`src/rtl/sdp_pkg.sv`:
```
package sdp_pkg;
  localparam int CMD_AW = 15;
  localparam logic [CMD_AW-1:0] ADDR_CA = 15'h5555;
  localparam logic [CMD_AW-1:0] ADDR_CB = 15'h2AAA;
  localparam logic [7:0] BYTE_KEY1  = 8'hAA;
  localparam logic [7:0] BYTE_KEY2  = 8'h55;
  localparam logic [7:0] BYTE_ARM   = 8'hA0;
  localparam logic [7:0] BYTE_DPRE  = 8'h80;
  localparam logic [7:0] BYTE_CLEAR = 8'h20;

  typedef enum logic [2:0] {
    TK_NONE, TK_KEY1, TK_KEY2, TK_ARM, TK_DPRE, TK_CLEAR
  } tok_t;

  typedef enum logic [2:0] {
    ST_IDLE, ST_U1, ST_U2, ST_ARMED, ST_D3, ST_D4, ST_D5
  } seq_t;
endpackage

```
`src/rtl/sdp_cmd_match.sv`:
```
module sdp_cmd_match
  import sdp_pkg::*;
#(
  parameter int ADDR_W = 17
) (
  input  logic [ADDR_W-1:0] addr,
  input  logic [7:0]        data,
  input  logic              erase,
  output tok_t              tok
);
  logic [CMD_AW-1:0] low;

  generate
    if (ADDR_W >= CMD_AW) begin : g_wide
      assign low = addr[CMD_AW-1:0];
    end else begin : g_narrow
      assign low = {{(CMD_AW-ADDR_W){1'b0}}, addr};
    end
  endgenerate

  always_comb begin
    tok = TK_NONE;
    if (!erase) begin
      if (low == ADDR_CA) begin
        case (data)
          BYTE_KEY1:  tok = TK_KEY1;
          BYTE_ARM:   tok = TK_ARM;
          BYTE_DPRE:  tok = TK_DPRE;
          BYTE_CLEAR: tok = TK_CLEAR;
          default:    tok = TK_NONE;
        endcase
      end else if (low == ADDR_CB && data == BYTE_KEY2) begin
        tok = TK_KEY2;
      end
    end
  end
endmodule

```
`src/rtl/sdp_seq_fsm.sv`:
```
module sdp_seq_fsm
  import sdp_pkg::*;
(
  input  logic clk,
  input  logic rst_n,
  input  logic accept,
  input  tok_t tok,
  output logic prot_on,
  output logic go_c,
  output logic deny_c
);
  seq_t st, st_nxt;
  logic prot_nxt;
  logic attempt;

  always_comb begin
    st_nxt   = st;
    prot_nxt = prot_on;
    attempt  = 1'b0;
    go_c     = 1'b0;
    deny_c   = 1'b0;
    if (accept) begin
      case (st)
        ST_IDLE: begin
          if (tok == TK_KEY1) st_nxt = ST_U1;
          else attempt = 1'b1;
        end
        ST_U1: begin
          if (tok == TK_KEY2) st_nxt = ST_U2;
          else attempt = 1'b1;
        end
        ST_U2: begin
          if (tok == TK_ARM) begin
            st_nxt   = ST_ARMED;
            prot_nxt = 1'b1;
          end else if (tok == TK_DPRE) begin
            st_nxt = ST_D3;
          end else begin
            attempt = 1'b1;
          end
        end
        ST_ARMED: begin
          st_nxt = ST_IDLE;
          go_c   = 1'b1;
        end
        ST_D3: begin
          if (tok == TK_KEY1) st_nxt = ST_D4;
          else attempt = 1'b1;
        end
        ST_D4: begin
          if (tok == TK_KEY2) st_nxt = ST_D5;
          else attempt = 1'b1;
        end
        ST_D5: begin
          if (tok == TK_CLEAR) begin
            st_nxt   = ST_IDLE;
            prot_nxt = 1'b0;
          end else begin
            attempt = 1'b1;
          end
        end
        default: st_nxt = ST_IDLE;
      endcase
      if (attempt) begin
        st_nxt = ST_IDLE;
        if (prot_on) deny_c = 1'b1;
        else         go_c   = 1'b1;
      end
    end
  end

  always_ff @(posedge clk) begin
    if (!rst_n) begin
      st      <= ST_IDLE;
      prot_on <= 1'b0;
    end else begin
      st      <= st_nxt;
      prot_on <= prot_nxt;
    end
  end
endmodule

```
`src/rtl/sdp_lock_timer.sv`:
```
module sdp_lock_timer #(
  parameter int LOCK_CYC = 37500
) (
  input  logic clk,
  input  logic rst_n,
  input  logic start,
  output logic busy
);
  localparam int CNT_W = $clog2(LOCK_CYC + 1);
  logic [CNT_W-1:0] cnt;

  always_ff @(posedge clk) begin
    if (!rst_n)          cnt <= '0;
    else if (start)      cnt <= CNT_W'(LOCK_CYC);
    else if (cnt != '0)  cnt <= cnt - 1'b1;
  end

  assign busy = (cnt != '0);
endmodule

```
`src/rtl/sdp_gate.sv`:
```
module sdp_gate
  import sdp_pkg::*;
#(
  parameter int ADDR_W   = 17,
  parameter int LOCK_CYC = 37500
) (
  input  logic              clk,
  input  logic              rst_n,
  input  logic              ld_valid,
  output logic              ld_ready,
  input  logic [ADDR_W-1:0] ld_addr,
  input  logic [7:0]        ld_data,
  input  logic              ld_erase,
  output logic              wr_go,
  output logic [ADDR_W-1:0] wr_addr,
  output logic [7:0]        wr_data,
  output logic              wr_erase,
  output logic              prot_on,
  output logic              lockout
);
  tok_t tok;
  logic accept, go_c, deny_c;

  assign ld_ready = 1'b1;
  assign accept   = ld_valid && !lockout;

  sdp_cmd_match #(.ADDR_W(ADDR_W)) u_match (
    .addr (ld_addr),
    .data (ld_data),
    .erase(ld_erase),
    .tok  (tok)
  );

  sdp_seq_fsm u_fsm (
    .clk    (clk),
    .rst_n  (rst_n),
    .accept (accept),
    .tok    (tok),
    .prot_on(prot_on),
    .go_c   (go_c),
    .deny_c (deny_c)
  );

  sdp_lock_timer #(.LOCK_CYC(LOCK_CYC)) u_timer (
    .clk  (clk),
    .rst_n(rst_n),
    .start(deny_c),
    .busy (lockout)
  );

  always_ff @(posedge clk) begin
    if (!rst_n) begin
      wr_go    <= 1'b0;
      wr_addr  <= '0;
      wr_data  <= '0;
      wr_erase <= 1'b0;
    end else begin
      wr_go <= go_c;
      if (go_c) begin
        wr_addr  <= ld_addr;
        wr_data  <= ld_data;
        wr_erase <= ld_erase;
      end
    end
  end
endmodule

```
`config.mk`:
```
export PLATFORM = sky130hd
export DESIGN_NAME = sdp_gate
export DESIGN_NICKNAME = d
export VERILOG_FILES = /design/src/rtl/sdp_pkg.sv /design/src/rtl/sdp_cmd_match.sv /design/src/rtl/sdp_seq_fsm.sv /design/src/rtl/sdp_lock_timer.sv /design/src/rtl/sdp_gate.sv
export SDC_FILE = /design/constraint.sdc
export NUM_CORES = 1
export LEC_CHECK = 0
export BUFFER_PORTS_ARGS = -buffer_cell sky130_fd_sc_hd__buf_2
export CORE_MARGIN = 3
export CORE_UTILIZATION = 40
export CTS_CLUSTER_SIZE = 14
export DETAILED_ROUTE_END_ITERATION = 8
export HOLD_SLACK_MARGIN = 0.12
export PLACE_DENSITY_LB_ADDON = 0.2
export REMOVE_ABC_BUFFERS = 1
export SLEW_MARGIN = 20
export SYNTH_ARGS = -nofsm -noshare
export SYNTH_HDL_FRONTEND = slang
export SYNTH_SLANG_ARGS = --single-unit
```
`constraint.sdc`:
```
create_clock -name clk -period 7.3 [get_ports clk]
set_input_delay 1.46 -clock clk [delete_from_list [all_inputs] [get_ports clk]]
set_output_delay 1.46 -clock clk [all_outputs]
set_load 0.01 [all_outputs]
```
==> flow_summary_export.csv, run 1 <==
group,metric,value,unit
run_status,status,"finished, final reports clean",
sta,tightest_slew,585,ps
clock_network,clock_latency,300,ps
route,vias,2322,
clock_network,cts_tree,"yes",
route,drt_iter0_drc,102,
grt,grt.total_usage,0.166,
clock_network,path_clk_slew,90,ps
die,placementRows,28,
power_and_ir_drop,power_density,321,mW/mm^2
route,ant_nets,0,
setup_path,arrival,3690,ps
die,start_util,0.424,
clock_network,cts-resized-gates,0,
clock_network,cts.sinks,47,
synth,synth-edff-count,0,
setup_path,setup.worst_path.end_class,"flop",
worst_hold_path,min-delay-start,"wr_addr[11]",
sta,fin_tns_setup,0,ps
grt,antenna_found_initial,0,
clock_network,clockBufferDepth,2,
synth,synth_area,0.00257,mm^2
worst_hold_path,hold_path.class,"reg2reg",
sta,slew_viol_final,0,
setup_path,critPathRequiredTime,7530,ps
sta,finalSetupViolCount,0,
die,die_w,86.1,um
grt,grt_max_degree,60,
placement,gp_congestion,0.850,
setup_path,path_max_fanout,26,
synth,async_flop_share,0,
final_layout,final_common_cell,"nand2_1",
final_layout,diodes,0,
clock_network,h-tree-depth,2,
clock_network,ctsHoldBuffers,0,
route,drt_wl_total,6020,um
sta,max_freq,289,MHz
setup_path,critical_path_class,"in2reg",
setup_path,r2r_cells,8,
synth,synth_flop_cell,"dfxtp_1",
die,dieArea,0.00742,mm^2
setup_path,crit_end,"wr_data[3]",
route,wl_per_cell,14.2,um
final_layout,syn2layout_area_growth,16.0,%
sta,clock-skew-final,9.26,ps
setup_path,r2r_slack,4540,ps
clock_network,post_cts_buffers,0,
sta,hold_viol_final,0,
final_layout,fillers,614,
synth,synth.avg_cell_area,8.64,um^2
synth,syn_inst,297,
route,route.detailed.drc,0,
die,io_pins,59,
grt,grt_pass1_vias,2085,
power_and_ir_drop,vdd_ir_drop_max,0.192,mV
sta,fin_crit_sh,0.475,
sta,grt_setup_unrepaired,"false",
final_layout,drive_above_1_share,0.229,
setup_path,startpoint_type,"input port",
synth,yosys_warnings,0,
placement,io_buffers,57,
route,dr.pass1.iters,4,
sta,hold-worst-slack,458,ps
die,coreArea,0.00606,mm^2
clock_network,cts_buffers,5,
final_layout,layout_common_cells,"nand2_1 (67), buf_2 (57), dfxtp_1 (47), mux2i_1 (29), nor2_1 (14)",
job,cap_violations,0,
route,routed_via_density,5.46,
worst_hold_path,holdPathStages,2,
synth,yosysSeqAreaShare,0.366,
power_and_ir_drop,p_leak,1.36,nW
placement,place_hpwl,4430,um
setup_path,r2r-end,"wr_data[3]",
setup_path,reg2reg_from,"u_timer.cnt[0]",
grt,overflow,0,
sta,slew_headroom,0.600,
sta,period_needed,3470,ps
synth,ys_types,57,
grt,grt_pass1_wl,10000,um
die,fp.dieH,86.1,um
clock_network,cts-root-buf,"clkbuf_8",
synth,synth-seq-cells,47,
final_layout,layout.nets,379,
setup_path,crit_path_start,"ld_addr[0]",
==> power by group <==
group / internal [mW] / total (mW) / switching (mW)
clock network: 0.103 / 0.195 / 0.0919
registers: 0.312 / 0.359 / 0.0466
logic: 0.179 / 0.404 / 0.225
==> layer usage <==
layer	global-route usage	share of wire	wire, um
met1	0.222	0.48	2870
met2	0.270	0.45	2740
met3	0.0336	0.059	358
met4	0.0475	0.0098	59
met5	0	0	0
==> stage by stage <==
step	std cells	total power, mW	setup WS (ps)	utilization	cell area, um^2
global placement	417	0.763	3550	0.473	2860
finish	425	0.957	3830	0.492	2980
floorplan	283	0.659	3250	-	2470
detailed placement	417	0.767	3490	0.473	2860
global route	425	1.03	3700	0.492	2980
CTS	425	0.966	3810	0.492	2980
==> sequential cells by signal, summed over array words and instances (netlist names) <==
name and cells:
u_fsm.prot_on 1, u_fsm.st 3, u_timer.cnt 16, wr_addr 17, wr_data 8, wr_erase 1, wr_go 1
==> worst min path at each step <==
stage / endpoint / slack (ps)
2_1_floorplan: wr_addr[0] / 480
3_3_place_gp: wr_addr[15] / 440
3_5_place_dp: wr_addr[11] / 450
4_1_cts: wr_addr[3] / 460
5_1_grt: wr_addr[8] / 480
6_report: wr_addr[11] / 460
==> cell type report <==
| class | instances | area [um^2] | share of cell area |
|---|---|---|---|
| flip-flops and latches | 47 | 941 | 0.316 |
| clock inverters | 3 | 46.3 | 0.0155 |
| well taps | 75 | 93.8 | 0.0315 |
| repair buffers | 59 | 300 | 0.101 |
| multi-input cells | 229 | 1500 | 0.504 |
| inverters | 7 | 26.3 | 0.00882 |
| clock buffers | 5 | 68.8 | 0.0231 |
==> synthesized netlist by cell type, types with 2 or more instances <==
| library cell | number | share of area |
|---|---|---|
| nand3b_1 | 2 | 0.0058 |
| a21oi_1 | 9 | 0.018 |
| o21ai_0 | 4 | 0.0078 |
| xnor2_1 | 9 | 0.031 |
| nand2b_1 | 2 | 0.0049 |
| inv_1 | 6 | 0.0088 |
| nor4bb_1 | 7 | 0.027 |
| and3_1 | 4 | 0.0097 |
| mux2i_1 | 29 | 0.11 |
| buf_12 | 2 | 0.016 |
| dfxtp_1 | 47 | 0.37 |
| clkbuf_1 | 9 | 0.013 |
| nor2_1 | 14 | 0.020 |
| nand2_1 | 67 | 0.098 |
| nor3_1 | 13 | 0.025 |
| a2111oi_0 | 4 | 0.014 |
| nor4b_1 | 2 | 0.0068 |
| a31oi_1 | 4 | 0.0097 |
| or3_1 | 4 | 0.0097 |
| and2_1 | 2 | 0.0049 |
| o21a_1 | 2 | 0.0058 |
| nor4_1 | 7 | 0.017 |
| or2_2 | 3 | 0.0073 |
| nor2b_1 | 4 | 0.0097 |
| nand4_1 | 2 | 0.0049 |
| or4_1 | 3 | 0.0088 |
| nand3_1 | 6 | 0.012 |
==> critical path: stages <==
cell and delay (ps):
buf_2 110, or4b_1 550, or4_4 570, o32ai_4 160, o221a_1 220, buf_4 390, mux2i_1 230
==> cells by family after synthesis <==
group	synth area share
AOI/OAI and AO/OA	0.115
xor gates and xnor gates	0.0307
adders and majority gates	0.00487
buffers and inverters	0.0482
DFF	0.366
muxes	0.113
other	0.00146
and+or+nand+nor	0.320
Power figures use the tool's default switching activity.
==> run 2: changes to the inputs <==
==> constraint.sdc (replaced) <==
create_clock -name clk -period 2.87 [get_ports clk]
set_input_delay 0.574 -clock clk [delete_from_list [all_inputs] [get_ports clk]]
set_output_delay 0.574 -clock clk [all_outputs]
set_load 0.01 [all_outputs]
==> flow_summary_export.csv, run 2 (synthesized netlist as in run 1, its figures left out) <==
group,metric,value,unit
final_layout,stdcell_count,430,
route,routed_via_density,5.42,
sta,period_needed,2500,ps
route,ant_nets,0,
power_and_ir_drop,p_int,1.54,mW
worst_hold_path,holdPathStages,2,
clock_network,path_clk_slew,80,ps
route,vias,2332,
job,cap_violations,0,
clock_network,h-tree-depth,2,
route,dr.pass1.iters,4,
route,drt_wl_total,6100,um
setup_path,startpoint_type,"flop",
final_layout,fillers,588,
power_and_ir_drop,p_leak,1.39,nW
grt,grt_pass1_wl,10200,um
die,coreArea,0.00606,mm^2
grt,antenna_found_initial,0,
die,fp.dieH,86.1,um
sta,slew_viol_final,0,
route,drt_iter0_drc,125,
route,met1_length,2850,um
placement,post-place-cells,423,
sta,max_freq,400,MHz
route,route.detailed.drc,0,
final_layout,layout_common_cells,"nand2_1 (67), buf_2 (57), dfxtp_1 (47), mux2i_1 (29), nor2_1 (14)",
final_layout,top_register,"wr_addr",
sta,clock-skew-final,6.27,ps
placement,place_hpwl,4550,um
clock_network,cts_tree,"yes",
power_and_ir_drop,power_density,811,mW/mm^2
grt,grt.total_usage,0.171,
clock_network,cts.sinks,47,
setup_path,r2r_cells,5,
clock_network,clockBufferDepth,2,
final_layout,drive_above_1_share,0.237,
route,top_layer,"met4",
clock_network,cts-root-buf,"clkbuf_8",
power_and_ir_drop,seq_power_share,0.372,
clock_network,cts_buffers,5,
power_and_ir_drop,vdd_ir_drop_max,0.518,mV
route,wl_per_cell,14.2,um
grt,overflow,0,
clock_network,clock_latency,300,ps
die,start_util,0.424,
grt,grt_max_degree,59,
worst_hold_path,hold_path.class,"reg2reg",
setup_path,path_max_fanout,7,
final_layout,multi_input_area,0.00150,mm^2
die,placementRows,28,
placement,gp_congestion,0.872,
final_layout,reg.largest.list,"wr_addr (17), u_timer.cnt (16), wr_data (8)",
power_and_ir_drop,sw_frac_of_total,0.373,
setup_path,critPathRequiredTime,2300,ps
die,die_w,86.1,um
power_and_ir_drop,p_switching,913,uW
final_layout,final_common_cell,"nand2_1",
placement,io_buffers,57,
final_layout,final_util,0.499,
placement,dpl_worst_slack,83.6,ps
setup_path,critical_path_class,"reg2out",
sta,finalSetupViolCount,0,
final_layout,layout.nets,385,
die,io_pins,59,
final_layout,syn2layout_area_growth,17.8,%
power_and_ir_drop,power_frac_clock,0.194,
final_layout,diodes,0,
clock_network,cts-resized-gates,0,
sta,fin_crit_sh,0.871,
clock_network,ctsHoldBuffers,0,
sta,hold_viol_final,0,
run_status,status,"finished, final reports clean",
final_layout,largest_reg_flops,17,
grt,grt_pass1_vias,2176,
route,wl_met3,365,um
sta,slew_headroom,0.623,
power_and_ir_drop,power,2.45,mW
sta,worst_slack,371,ps
die,dieArea,0.00742,mm^2
sta,tightest_slew,552,ps
sta,grt_setup_unrepaired,"false",
power_and_ir_drop,power_frac_comb,0.434,
final_layout,regArea,941,um^2
clock_network,post_cts_buffers,0,
setup_path,setup.worst_path.end_class,"output port",
setup_path,arrival,1920,ps
route,wl_met2,2840,um
sta,hold-worst-slack,456,ps
[run 2: final cells by class]
type / instances / area share
clock buffers: 6 / 0.0240
clock inverters: 1 / 0.00993
inverters: 7 / 0.00869
multi-input cells: 229 / 0.497
flip-flops and latches: 47 / 0.311
well taps: 75 / 0.0310
repair buffers: 65 / 0.118
[run 2: path summary, 6_finish.rpt]
path	from	endpoint	slack [ps]
min reg2reg	wr_addr[11]	wr_addr[11]	460
max reg2reg	u_timer.cnt[5]	u_timer.cnt[10]	510
max	u_timer.cnt[13]	lockout	370
min	wr_addr[11]	wr_addr[11]	460
[run 2: critical path, cell delays in order, from the launching register on]
cell,delay [ps]
dfxtp_1,350
nor4_1,490
and4_1,420
nand2_1,190
buf_2,180
[run 2: per-stage QoR]
step / setup TNS [ps] / area (um^2)
floorplan: -7530 / 2470
global placement: 0 / 2920
detailed placement: 0 / 2920
CTS: 0 / 3020
global route: 0 / 3020
finish: 0 / 3020
[run 2: metal layers]
metal | vias up | global-route usage
met5 | - | 0
met4 | 0 | 0.0388
met3 | 6 | 0.0403
met2 | 61 | 0.288
met1 | 1077 | 0.220
li1 | 1188 | -
[run 2: power by group through the flow]
stage	clock network (mW)	logic, mW	registers (mW)
2_1_floorplan	0	0.735	0.941
6_report	0.475	1.06	0.913
5_1_grt	0.511	1.20	0.934
3_3_place_gp	0	1.06	0.925
3_5_place_dp	0	1.07	0.928
4_1_cts	0.492	1.08	0.913
==> run 3: changes to the inputs <==
==> constraint.sdc (replaced) <==
create_clock -name clk -period 2.06 [get_ports clk]
set_input_delay 0.412 -clock clk [delete_from_list [all_inputs] [get_ports clk]]
set_output_delay 0.412 -clock clk [all_outputs]
set_load 0.01 [all_outputs]
==> flow_summary_export.csv, run 3 (synthesized netlist as in run 1, its figures left out) <==
group,metric,value,unit
run_status,status,"finished with violations",
run_status,violations,"setup timing",
setup_path,setup.worst_path.end_class,"flop",
final_layout,top_register,"wr_addr",
grt,grt_pass1_vias,2373,
grt,antenna_found_initial,0,
power_and_ir_drop,p_leak,1.68,nW
route,wl_per_cell,14.3,um
route,dr.pass1.iters,4,
sta,hold-worst-slack,343,ps
final_layout,layout.nets,436,
die,io_pins,59,
route,drt_wl_total,6900,um
placement,postPlaceCellArea,0.00326,mm^2
final_layout,largest_reg_flops,17,
route,ant_nets,0,
setup_path,critPathRequiredTime,2250,ps
grt,grt_max_degree,39,
sta,fin_tns_setup,-5120,ps
die,placementRows,28,
final_layout,drive_above_1_share,0.389,
final_layout,stdcell_area,0.00357,mm^2
route,routed_via_density,5.28,
sta,period_needed,2240,ps
sta,clock-skew-final,8.38,ps
setup_path,cp_slowest_cell,"or3_4",
power_and_ir_drop,power_density,1120,mW/mm^2
sta,slew_headroom,0.651,
clock_network,cts.sinks,47,
setup_path,critical_path_class,"reg2reg",
setup_path,arrival,2420,ps
setup_path,worst_path_most_repeated_cell,"buf_4",
die,coreArea,0.00606,mm^2
final_layout,final_util,0.589,
final_layout,stdcell_count,481,
sta,tightest_slew,510,ps
placement,dpl_worst_slack,-528,ps
die,fp.dieH,86.1,um
route,vias,2542,
clock_network,clock_latency,300,ps
setup_path,path_delay_family,"simple AND/OR/NAND/NOR gates",
clock_network,h-tree-depth,2,
route,drt_iter0_drc,80,
placement,place_hpwl,5020,um
grt,overflow,0,
power_and_ir_drop,vdd_ir_drop_max,0.748,mV
setup_path,critPathMaxStageDelay,420,ps
sta,grt_setup_unrepaired,"true",
grt,grt_pass1_wl,11200,um
final_layout,syn2layout_area_growth,38.9,%
clock_network,cts-root-buf,"clkbuf_8",
setup_path,path_cells,"buf_6 -> nor4_4 -> buf_4 -> nand4_4 -> or3_4 -> o221a_4 -> buf_4 -> mux2i_2",
sta,max_freq,447,MHz
clock_network,path_clk_slew,90,ps
sta,worst_slack,-176,ps
clock_network,cts_buffers,5,
route,route.detailed.drc,0,
setup_path,critPathBufInv,3,
setup_path,path_max_fanout,13,
final_layout,diodes,0,
power_and_ir_drop,power,3.99,mW
final_layout,layout_common_cells,"nand2_1 (66), buf_2 (56), buf_4 (53), dfxtp_1 (43), mux2i_1 (28)",
clock_network,cts_tree,"yes",
clock_network,clockBufferDepth,2,
sta,fin_crit_sh,1.09,
grt,grt.total_usage,0.188,
die,die_w,86.1,um
placement,io_buffers,57,
die,dieArea,0.00742,mm^2
placement,post-place-cells,468,
sta,finalSetupViolCount,43,
placement,gp_congestion,0.838,
die,start_util,0.424,
setup_path,startpoint_type,"flop",
sta,slew_viol_final,0,
final_layout,final_common_cell,"nand2_1",
worst_hold_path,hold_path.class,"in2reg",
job,cap_violations,0,
sta,hold_viol_final,0,
final_layout,reg.largest.list,"wr_addr (17), u_timer.cnt (16), wr_data (8)",
## run 3: cell count changes in the layout (fill, tap and decap cells not counted), moves of 3 or more
cell,delta
a21oi_1,-5
buf_4,+46
nor3_1,-3
dfxtp_1,-4
dfxtp_2,+4
buf_6,+4
a21oi_2,+5
## run 3: final cells by class
cell class                 instances  area (um^2)
clock buffer                       5         68.8
clock inverter                     2         13.8
fill                             554         2490
inverter                           7         26.3
multi-input combinational        229         1620
sequential                        47          946
tap                               75         93.8
timing repair buffer             116          796
## run 3: path summary, 6_finish.rpt
| path | slack, ps | cells past startpoint | endpoint | from |
|---|---|---|---|---|
| worst min register to register | 460 | 2 | wr_addr[11] | wr_addr[11] |
| worst min-delay path | 340 | 3 | wr_addr[16] | ld_addr[16] |
| worst max-delay path | -180 | 8 | wr_addr[14] | u_timer.cnt[12] |
| worst max register to register | -180 | 8 | wr_addr[14] | u_timer.cnt[12] |
## run 3: routing by layer
metal | global-route usage | share of wire | vias up
met2 | 0.310 | 0.48 | 62
met5 | 0 | 0 | -
li1 | - | - | 1294
met1 | 0.249 | 0.46 | 1173
met3 | 0.0307 | 0.047 | 13
met4 | 0.0633 | 0.017 | 0
## run 3: what timing repair did
item | in CTS | in global routing
resized for setup | 17 | 17
setup buffers | 1 | 4
pin swaps | 9 | 7
setup endpoints to repair | 44 | 44
hold endpoints to repair | 0 | 0
gates cloned | 1 | 1
hold buffers | 0 | 0
## run 3: where the power goes
group | switching, mW | internal [mW] | total, mW
Combinational | 1.09 | 1.13 | 2.22
Clock | 0.313 | 0.233 | 0.545
Sequential | 0.112 | 1.11 | 1.22
## run 3: worst reg2reg max path: stages, from the launching register on
cell     delay [ps]
dfxtp_2         330
buf_6           130
nor4_4          280
buf_4           180
nand4_4         120
or3_4           420
o221a_4         280
buf_4           210
mux2i_2         180
